### config.mk
export PLATFORM = sky130hd
export DESIGN_NAME = spec_ld_table
export DESIGN_NICKNAME = d
export VERILOG_FILES = /design/src/rtl/spec_ld_pkg.sv /design/src/rtl/spec_ld_entry.sv /design/src/rtl/spec_ld_alloc.sv /design/src/rtl/spec_ld_table.sv
export SDC_FILE = /design/constraint.sdc
export NUM_CORES = 1
export LEC_CHECK = 0
export ABC_CLOCK_PERIOD_IN_PS = 3100
export CORE_MARGIN = 2
export CORE_UTILIZATION = 50
export CTS_BUF_LIST = sky130_fd_sc_hd__clkbuf_8
export CTS_CLUSTER_SIZE = 28
export DETAILED_ROUTE_END_ITERATION = 12
export DONT_BUFFER_PORTS = 1
export PLACE_DENSITY_LB_ADDON = 0.05
export RECOVER_POWER = 50
export SETUP_SLACK_MARGIN = 0.5
export SYNTH_ARGS = -nofsm -noshare
export SYNTH_HDL_FRONTEND = slang
export SYNTH_SLANG_ARGS = --single-unit
export TNS_END_PERCENT = 1
### constraint.sdc
create_clock -name clk -period 3.1 [get_ports clk]
set_input_delay 0.465 -clock clk [delete_from_list [all_inputs] [get_ports clk]]
set_output_delay 0.465 -clock clk [all_outputs]
set_load 0.01 [all_outputs]
### src/rtl/spec_ld_pkg.sv
package spec_ld_pkg;

    typedef enum logic {
        ENT_EMPTY = 1'b0,
        ENT_LIVE  = 1'b1
    } ent_state_e;

    typedef enum logic [1:0] {
        ALLOC_NONE    = 2'd0,
        ALLOC_REFRESH = 2'd1,
        ALLOC_FILL    = 2'd2,
        ALLOC_EVICT   = 2'd3
    } alloc_mode_e;

endpackage

### src/rtl/spec_ld_entry.sv
module spec_ld_entry
    import spec_ld_pkg::*;
#(
    parameter int REG_W    = 7,
    parameter int ADDR_W   = 32,
    parameter int IGN_BITS = 3
) (
    input  logic              clk,
    input  logic              rst_n,
    input  logic              flush_i,
    input  logic              load_i,
    input  logic [REG_W-1:0]  ins_reg_i,
    input  logic [ADDR_W-1:0] ins_addr_i,
    input  logic              st_valid_i,
    input  logic [ADDR_W-1:0] st_addr_i,
    input  logic              chk_valid_i,
    input  logic [REG_W-1:0]  chk_reg_i,
    input  logic              chk_clear_i,
    output logic              live_o,
    output logic              ins_hit_o,
    output logic              chk_hit_o
);

    localparam int TAG_LO = IGN_BITS;

    ent_state_e        state_q, state_d;
    logic [REG_W-1:0]  reg_q;
    logic [ADDR_W-1:0] addr_q;
    logic              st_hit;

    // state register
    always_ff @(posedge clk or negedge rst_n) begin
        if (!rst_n) state_q <= ENT_EMPTY;
        else        state_q <= state_d;
    end

    // payload captured on install or refill
    always_ff @(posedge clk or negedge rst_n) begin
        if (!rst_n) begin
            reg_q  <= '0;
            addr_q <= '0;
        end else if (load_i && !flush_i) begin
            reg_q  <= ins_reg_i;
            addr_q <= ins_addr_i;
        end
    end

    // match outputs
    always_comb begin
        live_o    = (state_q == ENT_LIVE);
        st_hit    = live_o && st_valid_i &&
                    (st_addr_i[ADDR_W-1:TAG_LO] == addr_q[ADDR_W-1:TAG_LO]);
        chk_hit_o = live_o && chk_valid_i && (chk_reg_i == reg_q);
        ins_hit_o = live_o && (ins_reg_i == reg_q);
    end

    // transitions: T_INSTALL, T_REFILL, T_SNOOP_KILL, T_CHECK_DROP, T_FLUSH
    always_comb begin
        state_d = state_q;
        unique case (state_q)
            ENT_EMPTY: begin
                if (load_i && !flush_i) state_d = ENT_LIVE;
            end
            ENT_LIVE: begin
                if (flush_i)                              state_d = ENT_EMPTY;
                else if (load_i)                          state_d = ENT_LIVE;
                else if (st_hit || (chk_hit_o && chk_clear_i)) state_d = ENT_EMPTY;
            end
            default: state_d = ENT_EMPTY;
        endcase
    end

    AST_STORE_KILL: assert property (@(posedge clk) disable iff (!rst_n)
        (st_hit && !load_i && !flush_i) |=> (state_q == ENT_EMPTY));

    AST_CLEAR_DROP: assert property (@(posedge clk) disable iff (!rst_n)
        (chk_hit_o && chk_clear_i && !load_i && !flush_i) |=> (state_q == ENT_EMPTY));

    AST_INSERT_WINS: assert property (@(posedge clk) disable iff (!rst_n)
        (load_i && !flush_i) |=> (state_q == ENT_LIVE && reg_q == $past(ins_reg_i)));

    AST_ENTRY_FLUSH: assert property (@(posedge clk) disable iff (!rst_n)
        flush_i |=> (state_q == ENT_EMPTY));

endmodule

### src/rtl/spec_ld_alloc.sv
module spec_ld_alloc
    import spec_ld_pkg::*;
#(
    parameter int N_ENTRIES = 8
) (
    input  logic                 clk,
    input  logic                 rst_n,
    input  logic                 flush_i,
    input  logic                 ins_valid_i,
    input  logic [N_ENTRIES-1:0] live_i,
    input  logic [N_ENTRIES-1:0] ins_hit_i,
    output logic [N_ENTRIES-1:0] wr_sel_o
);

    localparam int PTR_W = (N_ENTRIES > 1) ? $clog2(N_ENTRIES) : 1;
    localparam logic [PTR_W-1:0] PTR_LAST = PTR_W'(N_ENTRIES - 1);

    alloc_mode_e          mode;
    logic [PTR_W-1:0]     ptr_q, ptr_d;
    logic [N_ENTRIES-1:0] free_v, lowest_free, victim;

    always_ff @(posedge clk or negedge rst_n) begin
        if (!rst_n) ptr_q <= '0;
        else        ptr_q <= ptr_d;
    end

    always_comb begin
        free_v      = ~live_i;
        lowest_free = free_v & (~free_v + N_ENTRIES'(1));
        victim      = '0;
        victim[ptr_q] = 1'b1;
    end

    always_comb begin
        if (!ins_valid_i)    mode = ALLOC_NONE;
        else if (|ins_hit_i) mode = ALLOC_REFRESH;
        else if (|free_v)    mode = ALLOC_FILL;
        else                 mode = ALLOC_EVICT;
    end

    always_comb begin
        unique case (mode)
            ALLOC_NONE:    wr_sel_o = '0;
            ALLOC_REFRESH: wr_sel_o = ins_hit_i;
            ALLOC_FILL:    wr_sel_o = lowest_free;
            ALLOC_EVICT:   wr_sel_o = victim;
            default:       wr_sel_o = '0;
        endcase
    end

    always_comb begin
        if (flush_i)                  ptr_d = '0;
        else if (mode == ALLOC_EVICT) ptr_d = (ptr_q == PTR_LAST) ? '0 : ptr_q + 1'b1;
        else                          ptr_d = ptr_q;
    end

    AST_SEL_ONEHOT: assert property (@(posedge clk) disable iff (!rst_n)
        $onehot0(wr_sel_o));

    AST_EVICT_ONLY_FULL: assert property (@(posedge clk) disable iff (!rst_n)
        (mode == ALLOC_EVICT) |-> (live_i == '1));

    AST_PTR_HOLD: assert property (@(posedge clk) disable iff (!rst_n)
        (mode != ALLOC_EVICT && !flush_i) |=> $stable(ptr_q));

    AST_PTR_FLUSH: assert property (@(posedge clk) disable iff (!rst_n)
        flush_i |=> (ptr_q == '0));

endmodule

### src/rtl/spec_ld_table.sv
module spec_ld_table
    import spec_ld_pkg::*;
#(
    parameter int N_ENTRIES = 8,
    parameter int REG_W     = 7,
    parameter int ADDR_W    = 32,
    parameter int IGN_BITS  = 3
) (
    input  logic              clk,
    input  logic              rst_n,
    input  logic              flush_i,
    input  logic              ins_valid_i,
    input  logic [REG_W-1:0]  ins_reg_i,
    input  logic [ADDR_W-1:0] ins_addr_i,
    input  logic              st_valid_i,
    input  logic [ADDR_W-1:0] st_addr_i,
    input  logic              chk_valid_i,
    input  logic [REG_W-1:0]  chk_reg_i,
    input  logic              chk_clear_i,
    output logic              chk_ok_o,
    output logic              chk_recover_o
);

    logic [N_ENTRIES-1:0] live_v, ins_hit_v, chk_hit_v, wr_sel_v;

    spec_ld_alloc #(.N_ENTRIES(N_ENTRIES)) u_alloc (
        .clk         (clk),
        .rst_n       (rst_n),
        .flush_i     (flush_i),
        .ins_valid_i (ins_valid_i),
        .live_i      (live_v),
        .ins_hit_i   (ins_hit_v),
        .wr_sel_o    (wr_sel_v)
    );

    for (genvar g = 0; g < N_ENTRIES; g++) begin : g_slot
        spec_ld_entry #(
            .REG_W    (REG_W),
            .ADDR_W   (ADDR_W),
            .IGN_BITS (IGN_BITS)
        ) u_entry (
            .clk         (clk),
            .rst_n       (rst_n),
            .flush_i     (flush_i),
            .load_i      (wr_sel_v[g]),
            .ins_reg_i   (ins_reg_i),
            .ins_addr_i  (ins_addr_i),
            .st_valid_i  (st_valid_i),
            .st_addr_i   (st_addr_i),
            .chk_valid_i (chk_valid_i),
            .chk_reg_i   (chk_reg_i),
            .chk_clear_i (chk_clear_i),
            .live_o      (live_v[g]),
            .ins_hit_o   (ins_hit_v[g]),
            .chk_hit_o   (chk_hit_v[g])
        );
    end

    always_comb begin
        chk_ok_o      = chk_valid_i && (|chk_hit_v);
        chk_recover_o = chk_valid_i && !(|chk_hit_v);
    end

    AST_CHECK_EXCL: assert property (@(posedge clk) disable iff (!rst_n)
        chk_valid_i |-> (chk_ok_o != chk_recover_o));

    AST_CHECK_QUIET: assert property (@(posedge clk) disable iff (!rst_n)
        !chk_valid_i |-> (!chk_ok_o && !chk_recover_o));

    AST_ONE_PER_REG: assert property (@(posedge clk) disable iff (!rst_n)
        $onehot0(chk_hit_v));

    AST_FLUSH_CLEARS: assert property (@(posedge clk) disable iff (!rst_n)
        flush_i |=> (live_v == '0));

    AST_IDLE_NO_WRITE: assert property (@(posedge clk) disable iff (!rst_n)
        !ins_valid_i |-> (wr_sel_v == '0));

endmodule

Yosys cells after proc, flatten, opt, wreduce, memory -nomap -nowiden

Cells that the tools add are included.

Register bits: 323
Input port bits: 85
Output and inout port bits: 2
Word-level logic and storage cells: 191

Add/sub/neg operators: 2
Magnitude comparators: 2
Eq/ne operators: 28
Multiplexer cells: 49
Bitwise gates (word level): 11
Reductions and logical operators: 74

Operator list:

| cell                | number |
|---|---|
| $eq 29x29->1        | 8 |
| $eq 7x7->1          | 16 |
| $logic_and 1x1->1   | 59 |
| $mux 1              | 34 |
| $pmux 8 s4          | 1 |
| $reduce_or 8->1     | 3 |
| $not 8->8           | 2 |
| $pmux 1 s2          | 8 |
| $mux 3              | 3 |
| $add 8x1->8 const B | 1 |
| $and 8x8->8         | 1 |
| $logic_or 1x1->1    | 8 |
| $not 1->1           | 8 |
| $eq 2x2->1 const B  | 2 |
| $lt 3x4->1 const B  | 1 |
| $mux 2              | 2 |
| $add 3x1->3 const B | 1 |
| $demux 1 s3         | 1 |
| $eq 3x3->1 const B  | 1 |
| $ge 3x1->1 const B  | 1 |
| $eq 2x1->1 const B  | 1 |
| $logic_not 1->1     | 2 |
| $logic_not 2->1     | 1 |
| $reduce_bool 2->1   | 1 |

Longest topological paths before layout

Gate-level depths: netlist of run 1.

Depth in word-level cells: 10
Depth in mapped cells: 11
Gate-level depth less buffers: 7

Modules after synthesis

Synthesis of run 1 repeated with hierarchy kept, for this count alone.

Cell total of the unflattened synthesis: 1,184
Area, all modules: 15,376.0 um^2

By module, submodules not included:

| module        | instances | cells each | area each (um^2) | seq. area each (um^2) |
|---|---|---|---|---|
| spec_ld_entry | 8         | 140        | 1,863.0          | 925.9 |
| spec_ld_alloc | 1         | 60         | 432.9            | 75.1 |
| spec_ld_table | 1         | 4          | 38.8             | 0.0 |

Worst setup path before layout of run 1

No wires, ideal clock.

Kind: input-to-reg
Start point: in ins_reg_i[0]
End point: reg g_slot[6].u_entry.addr_q[19]
Setup time: 0.127 ns
Data arrival time: 2.581 ns
Required time: 2.973 ns
Setup slack: 0.392 ns
Cell stages on the path: 10
Buffers on the path: 3
Path through: buf_4 buf_6 xnor2_1 nand4_1 nor2_1 nor4_4 nand4_2 o32ai_4 buf_6 mux2_1

Longest elaborated chain between the ends: 8
Elaborated cells between the ends (all ways): 25
Those cells by class: eq/ne (11); mux (3); reduce/logical (11)

Ends and longest elaborated chain:

| item                                     | RTL line            | text |
|---|---|---|
| start: declaration                       | spec_ld_table.sv:13 | `input logic [REG_W-1:0] ins_reg_i,` |
| $eq 7x7->1                               | spec_ld_entry.sv:54 | `ins_hit_o = live_o && (ins_reg_i == reg_q);` |
| $logic_and 1x1->1                        | spec_ld_entry.sv:54 |  |
| $reduce_or 8->1                          | spec_ld_alloc.sv:36 | `else if (\|ins_hit_i) mode = ALLOC_REFRESH;` |
| $mux 2                                   | spec_ld_alloc.sv:36 |  |
| $mux 2                                   | spec_ld_alloc.sv:35 | `if (!ins_valid_i) mode = ALLOC_NONE;` |
| $eq 2x2->1, or another cell as far along | spec_ld_alloc.sv:42 | `unique case (mode)` |
| $pmux 8 s4 (*)                           | spec_ld_alloc.sv:42 |  |
| $logic_and 1x1->1 (*)                    | spec_ld_entry.sv:42 | `end else if (load_i && !flush_i) begin` |
| end signal: assignment                   | spec_ld_entry.sv:44 | `addr_q <= ins_addr_i;` |
| end: declaration                         | spec_ld_entry.sv:28 | `logic [ADDR_W-1:0] addr_q;` |

Every way passes the cells marked *; elsewhere a longest branch is shown, timed or not.
A chain may end at the register's enable or synchronous reset.

Final worst setup path of run 1

Start point: reg g_slot[7].u_entry.reg_q[0]
End point: reg g_slot[6].u_entry.addr_q[22]

Longest elaborated chain between the ends: 8
Elaborated cells between the ends (all ways): 11
Those cells by class: eq/ne (4); mux (3); reduce/logical (4)

Ends and longest elaborated chain:

| item                                     | RTL line            | text |
|---|---|---|
| start: declaration                       | spec_ld_entry.sv:27 | `logic [REG_W-1:0] reg_q;` |
| start signal: assignment                 | spec_ld_entry.sv:43 | `reg_q <= ins_reg_i;` |
| $eq 7x7->1 (*)                           | spec_ld_entry.sv:54 |  |
| $logic_and 1x1->1 (*)                    | spec_ld_entry.sv:54 |  |
| $reduce_or 8->1 (*)                      | spec_ld_alloc.sv:36 |  |
| $mux 2 (*)                               | spec_ld_alloc.sv:36 |  |
| $mux 2 (*)                               | spec_ld_alloc.sv:35 |  |
| $eq 2x2->1, or another cell as far along | spec_ld_alloc.sv:42 |  |
| $pmux 8 s4 (*)                           | spec_ld_alloc.sv:42 |  |
| $logic_and 1x1->1 (*)                    | spec_ld_entry.sv:42 |  |

Marks and branches as above.

==> results.md, run 1 <==
- Final worst setup slack: 457 ps
- Vias/cell: 5.80
- Hold WS: -427 ps
- Gp weighted congestion: 0.812
- Slowest CP cell: dfrtp_1
- Predominant post-synthesis flop cell: dfrtp_1
- Placed cell areas: 16,000 um2
- Period utilization: 85.3%
- Setup crit end kind: flip-flop
- Dominant cell by count in the synthesized netlist: dfrtp_1
- CTS tree: done
- First-pass GRT wire length: 68,500 um
- Area of the multi-input gates: 7820 um2
- Core area: 30,700 um2
- Fill count: 2,632
- WL final: 46,600 um
- Post-Syn Instances: 1,231
- Die Footprint: 32,700 um2
- GRT overflow: 0
- Metal3 WL: 2020 um
- Netlist Area Pre-Place: 15,600 um2
- Via Count: 9,925
- Htree depth: 2
- XOR/XNOR Fraction of Synth Area: 19.3%
- Chip Height: 181 um
- Die Wd: 181 um
- Area leader, netlist: dfrtp_1
- Clock root buffer: clkbuf_8
- Drt pass-1 iters: 4
- Sequential share of the synthesized area: 47.8%
- YS warnings: 0
- Crit path top cell by count: buf_6
- Final setup violation count: 0
- TritonCTS Sinks: 299
- Starting Density: 51.0%
- Worst-path maximum fanout: 13
- Violated checks: hold timing
- CP arrival: 3130 ps
- CTS Buf Count: 54
- Crit-path cells: xnor2_1 > nand4_1 > nor2_1 > nor4_4 > buf_6 > nand4_4 > o32ai_4 > buf_4 > buf_6 > mux2_1
- Share of the synthesized area in the top cell type: 47.8%
- Synth Area per Inst: 12.7 um2
- Least-Margin Pin Slew: 832 ps
- GRT Util Overall: 28.4%
- Hpwl dp: 28,400 um
- Antenna-violating nets left: 0
- Place WS: 358 ps
- Synth-to-Final Area Change: 12.5%
- CP startpoint kind: flip-flop
- WL met2: 22,700 um
- #FFs+latches synth: 299
- Setup TNS: 0 ps
- Port Buffers: 0
- Vias in the first global route: 10,100
- Simple-Gate Fraction of Synth Area: 7.46%
- Placed cell count: 1,575
- Share of cells above drive strength 1: 29.0%
- Hold-fix buffers at CTS: 40
- Clock tree buffer depth: 3
- Worst endpoint required time: 3590 ps
- Leakage: 7.93 nW
- DRT iter0 DRCs: 679
- Met1 Routed Length: 21,100 um
- Fin. Hold Viols: 299
- EDFF count, synth: 0
- Compound-Gate Fraction of Synth Area: 1.28%
- Synth cell count leaders: dfrtp_1, mux2_2, xor2_1
- Latest clock arrival within the worst-skew pair: 610 ps
- Net count after synthesis: 1,318
- Max_slew headroom: 44.0%
- Mux cell area share after synthesis: 20.9%
- VDD IR max: 0.372 mV
- Clock transition at path regs: 60 ps
- IO Pins: 87
- Reg2reg start: g_slot[7].u_entry.reg_q[0]
- Peak Freq: 0.378 GHz
- Worst Skew: 28.1 ps
- Reg2reg setup slack: 460 ps
- Initial antenna violation count: 3
- Reg2reg end: g_slot[6].u_entry.addr_q[22]
- Fin area: 17,600 um2
- Max Transition Viols Final: 0
- FF/Latch Area: 7480 um2
- Worst Setup Path Type: reg2reg
- Largest cells by area after synthesis: dfrtp_1, mux2_2, xor2_1
- Asr flop ratio synth: 100%
- Final min period: 2640 ps
- Max Used Layer: met4
- DRC violations left: 0
- CP delay by family, top: simple AND/OR/NAND/NOR gates
- Core Rows: 64
- Largest family of logic cells by synthesized area: multiplexers
- Critical Path Max Stage Delay: 420 ps
- Worst Path Buf+Inv: 3
- Final Non-Filler Cells: 1,712
- Cell Pwr Density: 535 nW/um2
- Largest net degree at the start of global routing: 300
- Max_cap viols: 0
- RSZ-0062 raised after global routing: yes
- Status: complete, but fails checks
- Per-cell routed wire length: 27.2 um
- Netlist cell types: 42
- R2R cell count: 10
- Hold Path Class: in2async
- Nets: 1,369
- Synth Area in Adders: 0.160%
==> layer usage <==
layer  vias to the layer above  track usage [%]
met3                        55             4.43
met2                       204             47.2
met5                         -                0
met1                      5251             39.2
li1                       4415                -
met4                         0             6.42
==> state kept, by name (all words and copies together) (netlist names) <==
register,count
g_slot.u_entry.reg_q,56
g_slot.u_entry.live_o,8
u_alloc.ptr_q,3
g_slot.u_entry.addr_q,232
==> layout make-up <==
| class | instances | share of cell area [%] |
|---|---|---|
| Inverter | 5 | 0.107 |
| Clock inverter | 26 | 0.853 |
| Antenna cell | 3 | 0.0427 |
| Clock buffer | 61 | 4.77 |
| Sequential cell | 299 | 42.5 |
| Tap cell | 396 | 2.82 |
| Multi-Input combinational cell | 847 | 44.4 |
| Timing Repair Buffer | 75 | 4.43 |
==> kinds of logic after synthesis <==
logic type,Yosys count
compound gates,18
xor+xnor,344
fa+ha+maj,2
buf+inv,85
flops,299
mux,290
simple gates,193
==> through the flow <==
step	hold slack [ps]	util, %	total power, mW
after global placement	180	52.1	5.79
final	-427	57.4	9.41
after CTS	-473	56.9	9.49
after global routing	-456	57.3	9.82
after detailed placement	181	52.1	5.82
after floorplan	169	-	5.69
==> layout by cell type (no fill, tap or decap), drive strengths merged, types with 4 or more instances in the layout <==
cell,n
buf,34
dfrtp,299
xnor2,168
or4,5
dlygate4sd3,40
mux2,288
nand2b,4
nand4,65
nand2,12
inv,26
nand3,12
nor2,19
clkbuf,62
nor4,57
a21oi,5
xor2,176
==> worst max path at each step <==
stage	from	to	slack, ps	depth (start not counted)
after global placement	g_slot[4].u_entry.live_o	g_slot[7].u_entry.addr_q[31]	350	7
after floorplan	ins_reg_i[2]	g_slot[6].u_entry.addr_q[19]	470	10
after CTS	g_slot[3].u_entry.reg_q[0]	chk_recover_o	400	6
final	g_slot[7].u_entry.reg_q[0]	g_slot[6].u_entry.addr_q[22]	460	10
after detailed placement	ins_reg_i[0]	g_slot[4].u_entry.addr_q[19]	360	9
after global routing	g_slot[7].u_entry.reg_q[0]	g_slot[6].u_entry.addr_q[4]	370	10
==> what timing repair did <==
item / 4_1_cts / 5_1_grt
setup endpoints to repair: 173 / 219
resized for setup: 16 / 16
setup buffers: 3 / 2
cloned: 0 / 2
hold endpoints to repair: 568 / 299
pin swaps: 7 / 4
==> report_power, final <==
part / switching [mW] / internal, mW
Clock: 1.65 / 1.86
Combinational: 0.522 / 0.763
Sequential: 0.301 / 4.31
Power figures use the tool's default switching activity.
==> run 2: changes to the inputs <==
SLEW_MARGIN = 20   (was unset)
SYNTH_HIERARCHICAL = 1   (was unset)
==> run 2 against run 1 <==
  * The flow still finishes with violations (hold timing)
  * Hold slack gained 17 ps
  * Fmax shrank 9.9%
  * Setup slack lost 290 ps
  * Sequential share of layout area shrank 0.94 points
  * Highest routed layer unchanged
  * Sequential power is essentially flat
  * Synthesized cell count shrank 3.8%
  * Clock skew grew 6.4 ps
  * Largest cell class unchanged
  * Cell area grew 2.2%
==> results.md, run 2 <==
- Core area: 30,400 um2 (was 30,700 um2)
- Vias in the first global route: 9,910 (was 10,100)
- Area leader, netlist: dfrtp_1 (unchanged)
- Share of the synthesized area in the top cell type: 48.7% (was 47.8%)
- Max_cap viols: 0 (unchanged)
- First-pass GRT wire length: 59,500 um (was 68,500 um)
- Asr flop ratio synth: 100% (unchanged)
- Dominant cell by count in the synthesized netlist: dfrtp_1 (unchanged)
- Setup TNS: 0 ps (unchanged)
- YS warnings: 6 (was 0)
- Clock tree buffer depth: 3 (unchanged)
- Setup crit end kind: flip-flop (unchanged)
- EDFF count, synth: 0 (unchanged)
- Largest cells by area after synthesis: dfrtp_1, mux2_2, xor2_1 (unchanged)
- Share of cells above drive strength 1: 34.3% (was 29.0%)
- Final setup violation count: 0 (unchanged)
- Starting Density: 50.5% (was 51.0%)
- Status: complete, but fails checks (unchanged)
- Chip Height: 179 um (was 181 um)
- Largest net degree at the start of global routing: 300 (unchanged)
- IO Pins: 87 (unchanged)
- Synth Area per Inst: 13.0 um2 (was 12.7 um2)
- WL final: 38,700 um (was 46,600 um)
- DRC violations left: 0 (unchanged)
- Worst-path maximum fanout: 20 (was 13)
- Clock transition at path regs: 60 ps (about the same)
- Sequential share of the synthesized area: 48.7% (was 47.8%)
- VDD IR max: 0.438 mV (was 0.372 mV)
- Max_slew headroom: 49.8% (was 44.0%)
- Port Buffers: 0 (unchanged)
- Placed cell areas: 16,200 um2 (was 16,000 um2)
- Core Rows: 64 (unchanged)
- Worst Setup Path Type: reg2reg (unchanged)
- CP arrival: 3390 ps (was 3130 ps)
- CP startpoint kind: flip-flop (unchanged)
- Fin. Hold Viols: 299 (unchanged)
- Die Footprint: 32,200 um2 (was 32,700 um2)
- Hpwl dp: 24,600 um (was 28,400 um)
- Initial antenna violation count: 3 (unchanged)
- Crit. Startpoint: g_slot[2].u_entry/reg_q[2] (was g_slot[7].u_entry.reg_q[0])
- Final min period: 2930 ps (was 2640 ps)
- Violated checks: hold timing (unchanged)
- Hold WS: -411 ps (was -427 ps)
- Reg2reg start: g_slot[2].u_entry/reg_q[2] (was g_slot[7].u_entry.reg_q[0])
- RSZ-0062 raised after global routing: yes (unchanged)
- Post-Syn Instances: 1,184 (was 1,231)
- Netlist Area Pre-Place: 15,400 um2 (was 15,600 um2)
- Worst Skew: 34.6 ps (was 28.1 ps)
- Least-Margin Pin Slew: 753 ps (was 832 ps)
- Antenna-violating nets left: 0 (unchanged)
- Latest clock arrival within the worst-skew pair: 600 ps (was 610 ps)
- Die Wd: 179 um (was 181 um)
- Per-cell routed wire length: 22.4 um (was 27.2 um)
- Predominant post-synthesis flop cell: dfrtp_1 (unchanged)
- Cell Pwr Density: 547 nW/um2 (was 535 nW/um2)
- Clock root buffer: clkbuf_8 (unchanged)
- GRT overflow: 0 (unchanged)
- TritonCTS Sinks: 299 (unchanged)
- Hold-fix buffers at CTS: 29 (was 40)
- Leakage: 8.11 nW (was 7.93 nW)
- Htree depth: 2 (unchanged)
- Commonest non-fill, non-tap cells in the layout: dfrtp_1, mux2_2, xor2_1 (unchanged)
- Drt pass-1 iters: 4 (unchanged)
- Via Count: 9,540 (was 9,925)
- Reg with most FFs: g_slot.u_entry/addr_q (was g_slot.u_entry.addr_q)
- Fin area: 18,000 um2 (was 17,600 um2)
- Synth-to-Final Area Change: 17.0% (was 12.5%)
- Max Transition Viols Final: 0 (unchanged)
- Fill count: 2,563 (was 2,632)
- Nets: 1,370 (was 1,369)
- Worst endpoint required time: 3550 ps (was 3590 ps)
- Vias/cell: 5.54 (was 5.80)
- CTS tree: done (unchanged)
- Hold Path Class: in2async (unchanged)
- Max reg flops: 232 (unchanged)
- Netlist cell types: 35 (was 42)
- Period utilization: 94.6% (was 85.3%)
- Commonest non-fill, non-tap cell in the layout: dfrtp_1 (unchanged)
- Peak Freq: 0.341 GHz (was 0.378 GHz)
- GRT Util Overall: 24.4% (was 28.4%)
- CTS Buf Count: 52 (was 54)
- DRT iter0 DRCs: 467 (was 679)
- Synth cell count leaders: dfrtp_1, mux2_2, xor2_1 (unchanged)
- Net count after synthesis: 1,271 (was 1,318)
- Gp weighted congestion: 0.778 (was 0.812)
- #FFs+latches synth: 299 (unchanged)
==> run 2: cell count changes after synthesis, moves of 14 or more <==
cell      change
mux2_1       -38
mux2_2       +38
clkbuf_1     -28
buf_4        -27
buf_2        +19
nand4_1      -14
==> run 2: critical path, cell delays in order, from the launching register on <==
cell and delay (ps):
dfrtp_1 410, xnor2_1 140, nand4_1 150, nor2_2 70
or4_4 560, buf_4 170, nor4b_1 240, o21ai_0 160
o31ai_2 110, nor2b_4 260, buf_12 190, mux2_2 350
==> run 2: routing by layer <==
layer | vias up | track usage [%] | routed length, um
met5 | - | 0 | 0
met4 | 0 | 6.32 | 801
met3 | 54 | 4.43 | 1580
met2 | 168 | 40.7 | 18700
met1 | 4901 | 33.1 | 17500
li1 | 4417 | - | -
==> run 2: kinds of logic (layout without fill, tap and decap cells) <==
family	after synthesis	after routing	share of synthesized area, %
xor+xnor	344	344	19.6
flops	299	299	48.7
mux	288	288	21.1
simple gates	175	175	7.71
buf+inv	45	186	1.34
compound gates	31	31	1.44
fa+ha+maj	2	2	0.163
other cells	0	2	0
==> run 2: final timing paths <==
| path | end | slack (ps) | cells after the start |
|---|---|---|---|
| max | g_slot[1].u_entry/addr_q[11] | 170 | 11 |
| max in group asynchronous | g_slot[2].u_entry/addr_q[13] | 2900 | 0 |
| max reg2reg | g_slot[1].u_entry/addr_q[11] | 170 | 11 |
| min reg2reg | g_slot[6].u_entry/addr_q[17] | 520 | 1 |
| min | g_slot[6].u_entry/addr_q[9] | -410 | 0 |
| min in group clk | g_slot[6].u_entry/addr_q[17] | 30 | 1 |
==> run 2: cell type report <==
type                       count  area [um2]  share of cell area (%)
multi-input combinational    840        7820                    43.5
sequential                   299        7480                    41.6
clock buffer                  74        1020                    5.66
timing repair buffer          80         995                    5.53
tap                          396         495                    2.75
clock inverter                22         131                   0.730
inverter                      10        37.5                   0.209
antenna                        2        5.00                  0.0278
==> run 2: report_power, final <==
part	switching [mW]	internal [mW]
combinational	0.491	0.816
sequential	0.316	4.34
clock	1.67	2.20
total	2.47	7.36
==> run 2: stage by stage <==
stage / cells / setup slack [ps] / power (mW) / util (%)
3_5_place_dp: 1580 / 97.5 / 5.95 / 53.3
2_1_floorplan: 1184 / 348 / 5.71 / -
4_1_cts: 1716 / 192 / 9.95 / 58.7
6_report: 1723 / 166 / 9.83 / 59.1
3_3_place_gp: 1580 / 116 / 5.91 / 53.3
5_1_grt: 1723 / 35.1 / 10.3 / 59.1
==> run 2: repair_timing <==
action                                 4_1_cts  5_1_grt
cloned                                       2        3
pin swaps                                    6        0
setup endpoints to repair                  296      298
gates resized for setup                     11        4
buffers inserted                             9        2
endpoints found under the hold margin      468      299
==> run 3: changes to the inputs <==
ABC_CLOCK_PERIOD_IN_PS = 2500   (was 3100)
clock period = 2.5 ns   (was 3.1 ns; I/O delays follow)
==> run 3 against run 2 <==
  * The run ends with hold timing, setup timing left
  * Sequential share of layout area decreased by 1.7 points
  * First-iteration DRC count increased by 43%
  * Combinational power grew 54%
==> results.md, run 3 (same netlist as run 2, synthesis figures left out) <==
- Clock share of power: 36.2% (was 39.4%)
- Max_slew headroom: 56.4% (was 49.8%)
- GRT overflow: 0 (unchanged)
- Worst endpoint required time: 2960 ps (was 3550 ps)
- Crit-path cells: xnor2_1 > nand4_1 > nor2_2 > or4_1 > buf_6 > nor3_4 > a41oi_1 > nor2b_1 > nor2b_4 > buf_12 > mux2_2 (was xnor2_1 > nand4_1 > nor2_2 > or4_4 > buf_4 > nor4b_1 > o21ai_0 > o31ai_2 > nor2b_4 > buf_12 > mux2_2)
- Max Transition Viols Final: 0 (unchanged)
- Cell Pwr Density: 649 nW/um2 (was 547 nW/um2)
- Core area: 30,400 um2 (unchanged)
- Hpwl dp: 26,200 um (was 24,600 um)
- Commonest non-fill, non-tap cell in the layout: dfrtp_1 (unchanged)
- CP arrival: 3390 ps (about the same)
- Starting Density: 50.5% (unchanged)
- Least-Margin Pin Slew: 648 ps (was 753 ps)
- DRC violations left: 0 (unchanged)
- Via Count: 9,980 (was 9,540)
- IO Pins: 87 (unchanged)
- Commonest non-fill, non-tap cells in the layout: dfrtp_1, mux2_2, xor2_1 (unchanged)
- GRT Util Overall: 26.0% (was 24.4%)
- Per-cell routed wire length: 23.3 um (was 22.4 um)
- Fin. Hold Viols: 299 (unchanged)
- Slowest CP cell: or4_1 (was or4_4)
- Hold WS: -506 ps (was -411 ps)
- Worst-path maximum fanout: 29 (was 20)
- Synth-to-Final Area Change: 21.9% (was 17.0%)
- Clock root buffer: clkbuf_8 (unchanged)
- Port Buffers: 0 (unchanged)
- Hold-fix buffers at CTS: 38 (was 29)
- Place WS: -433 ps (was 97.5 ps)
- Gp weighted congestion: 0.891 (was 0.778)
- CP startpoint kind: flip-flop (unchanged)
- Clock transition at path regs: 60 ps (about the same)
- Share of cells above drive strength 1: 36.9% (was 34.3%)
- Setup crit end kind: flip-flop (unchanged)
- Sequential power share: 47.2% (was 47.3%)
- Final Non-Filler Cells: 1,786 (was 1,723)
- Max reg flops: 232 (unchanged)
- Final worst setup slack: -430 ps (was 166 ps)
- Cell Int Power: 9.03 mW (was 7.36 mW)
- CTS tree: done (unchanged)
- Power share of the combinational group: 16.6% (was 13.3%)
- Leakage: 8.54 nW (was 8.11 nW)
- Htree depth: 2 (unchanged)
- Peak Freq: 0.341 GHz (about the same)
- Die Footprint: 32,200 um2 (unchanged)
- Final min period: 2930 ps (about the same)
- Critical Path Max Stage Delay: 530 ps (was 560 ps)
- Worst Skew: 16.4 ps (was 34.6 ps)
- Drt pass-1 iters: 5 (was 4)
- Reg with most FFs: g_slot.u_entry/addr_q (unchanged)
- Vias/cell: 5.59 (was 5.54)
- Hold Path Class: in2async (unchanged)
- Worst Setup Path Type: reg2reg (unchanged)
- WL final: 41,600 um (was 38,700 um)
- Initial antenna violation count: 0 (was 3)
- Violated checks: hold timing, setup timing (was hold timing)
- Final setup violation count: 296 (was 0)
- Sw power: 3.13 mW (was 2.47 mW)
- Latest clock arrival within the worst-skew pair: 580 ps (was 600 ps)
- DRT iter0 DRCs: 669 (was 467)
- First-pass GRT wire length: 62,400 um (was 59,500 um)
- Vias in the first global route: 10,300 (was 9,910)
- Sw frac: 25.7% (was 25.2%)
- Clock tree buffer depth: 3 (unchanged)
- RSZ-0062 raised after global routing: yes (unchanged)
- Diode count: 0 (was 2)
- Die Wd: 179 um (unchanged)
- VDD IR max: 0.465 mV (was 0.438 mV)
- Core Rows: 64 (unchanged)
- Chip Height: 179 um (unchanged)
- TritonCTS Sinks: 299 (unchanged)
- Status: complete, but fails checks (unchanged)
- Antenna-violating nets left: 0 (unchanged)
- Placed cell count: 1,650 (was 1,580)
- Period utilization: 117% (was 94.6%)
- Nets: 1,441 (was 1,370)
- Max_cap viols: 0 (unchanged)
- CTS Buf Count: 52 (unchanged)
- Largest net degree at the start of global routing: 300 (unchanged)
[run 3: stage by stage]
stage          utilization [%]  cell area, um2  setup TNS, ps  hold slack (ps)  power, mW
2_1_floorplan                -           15500         -44390             79.4       7.08
3_3_place_gp              54.9           16700         -92210             90.8       7.52
3_5_place_dp              54.9           16700         -96620             89.9       7.56
4_1_cts                   60.4           18400         -96480             -536       12.2
5_1_grt                   61.6           18700        -127040             -545       12.7
6_report                  61.6           18700        -100730             -506       12.2
[run 3: area by class of cell]
| type | count | area (um2) |
|---|---|---|
| Clock buffer | 68 | 936 |
| Timing Repair Buffer | 151 | 1480 |
| Sequential cell | 299 | 7480 |
| Multi-Input combinational cell | 840 | 8220 |
| Fill cell | 2484 | 11700 |
| Clock inverter | 22 | 91.3 |
| Inverter | 10 | 37.5 |
| Tap cell | 396 | 495 |
[run 3: repair_timing]
action / 4_1_cts / 5_1_grt
resized for setup: 55 / 62
endpoints found under the setup margin: 301 / 301
endpoints found under the hold margin: 598 / 299
buffers inserted: 1 / 4
cloned: 1 / 2
pin swaps: 9 / 9
[run 3: final timing paths]
check	startpoint	endpoint	slack, ps	cells past startpoint
max	g_slot[1].u_entry/reg_q[1]	g_slot[6].u_entry/addr_q[9]	-430	11
min	rst_n	g_slot[2].u_entry/addr_q[9]	-510	0
max reg2reg	g_slot[1].u_entry/reg_q[1]	g_slot[6].u_entry/addr_q[9]	-430	11
min reg2reg	g_slot[3].u_entry/addr_q[18]	g_slot[3].u_entry/addr_q[18]	520	1
max in group asynchronous	rst_n	g_slot[3].u_entry/addr_q[13]	2480	0
min in group clk	chk_clear_i	g_slot[7].u_entry/live_o	40	2
[run 3: routing by layer]
metal / track usage, % / vias up / wire length, um
met3: 5.06 / 88 / 2080
li1: - / 4560 / -
met1: 34.9 / 5080 / 18600
met2: 41.3 / 252 / 19200
met5: 0 / - / 0
met4: 11.4 / 0 / 1740
[run 3: critical path, delay by kind of cell, from the launching register on]
family | cells | cell delay [ps]
multiplexers | 1 | 360
buffers and inverters | 2 | 390
flip-flops | 1 | 390
AND/OR/NAND/NOR | 6 | 1370
XOR/XNOR | 1 | 130
AO/OA/AOI/OAI | 1 | 150
[run 3: power by group through the flow]
stage | Combinational (mW) | Clock, mW | Sequential (mW)
after floorplan | 1.30 | 0 | 5.78
after global placement | 1.73 | 0 | 5.80
after detailed placement | 1.75 | 0 | 5.81
after CTS | 1.90 | 4.52 | 5.73
after global routing | 2.18 | 4.76 | 5.81
final | 2.02 | 4.40 | 5.74
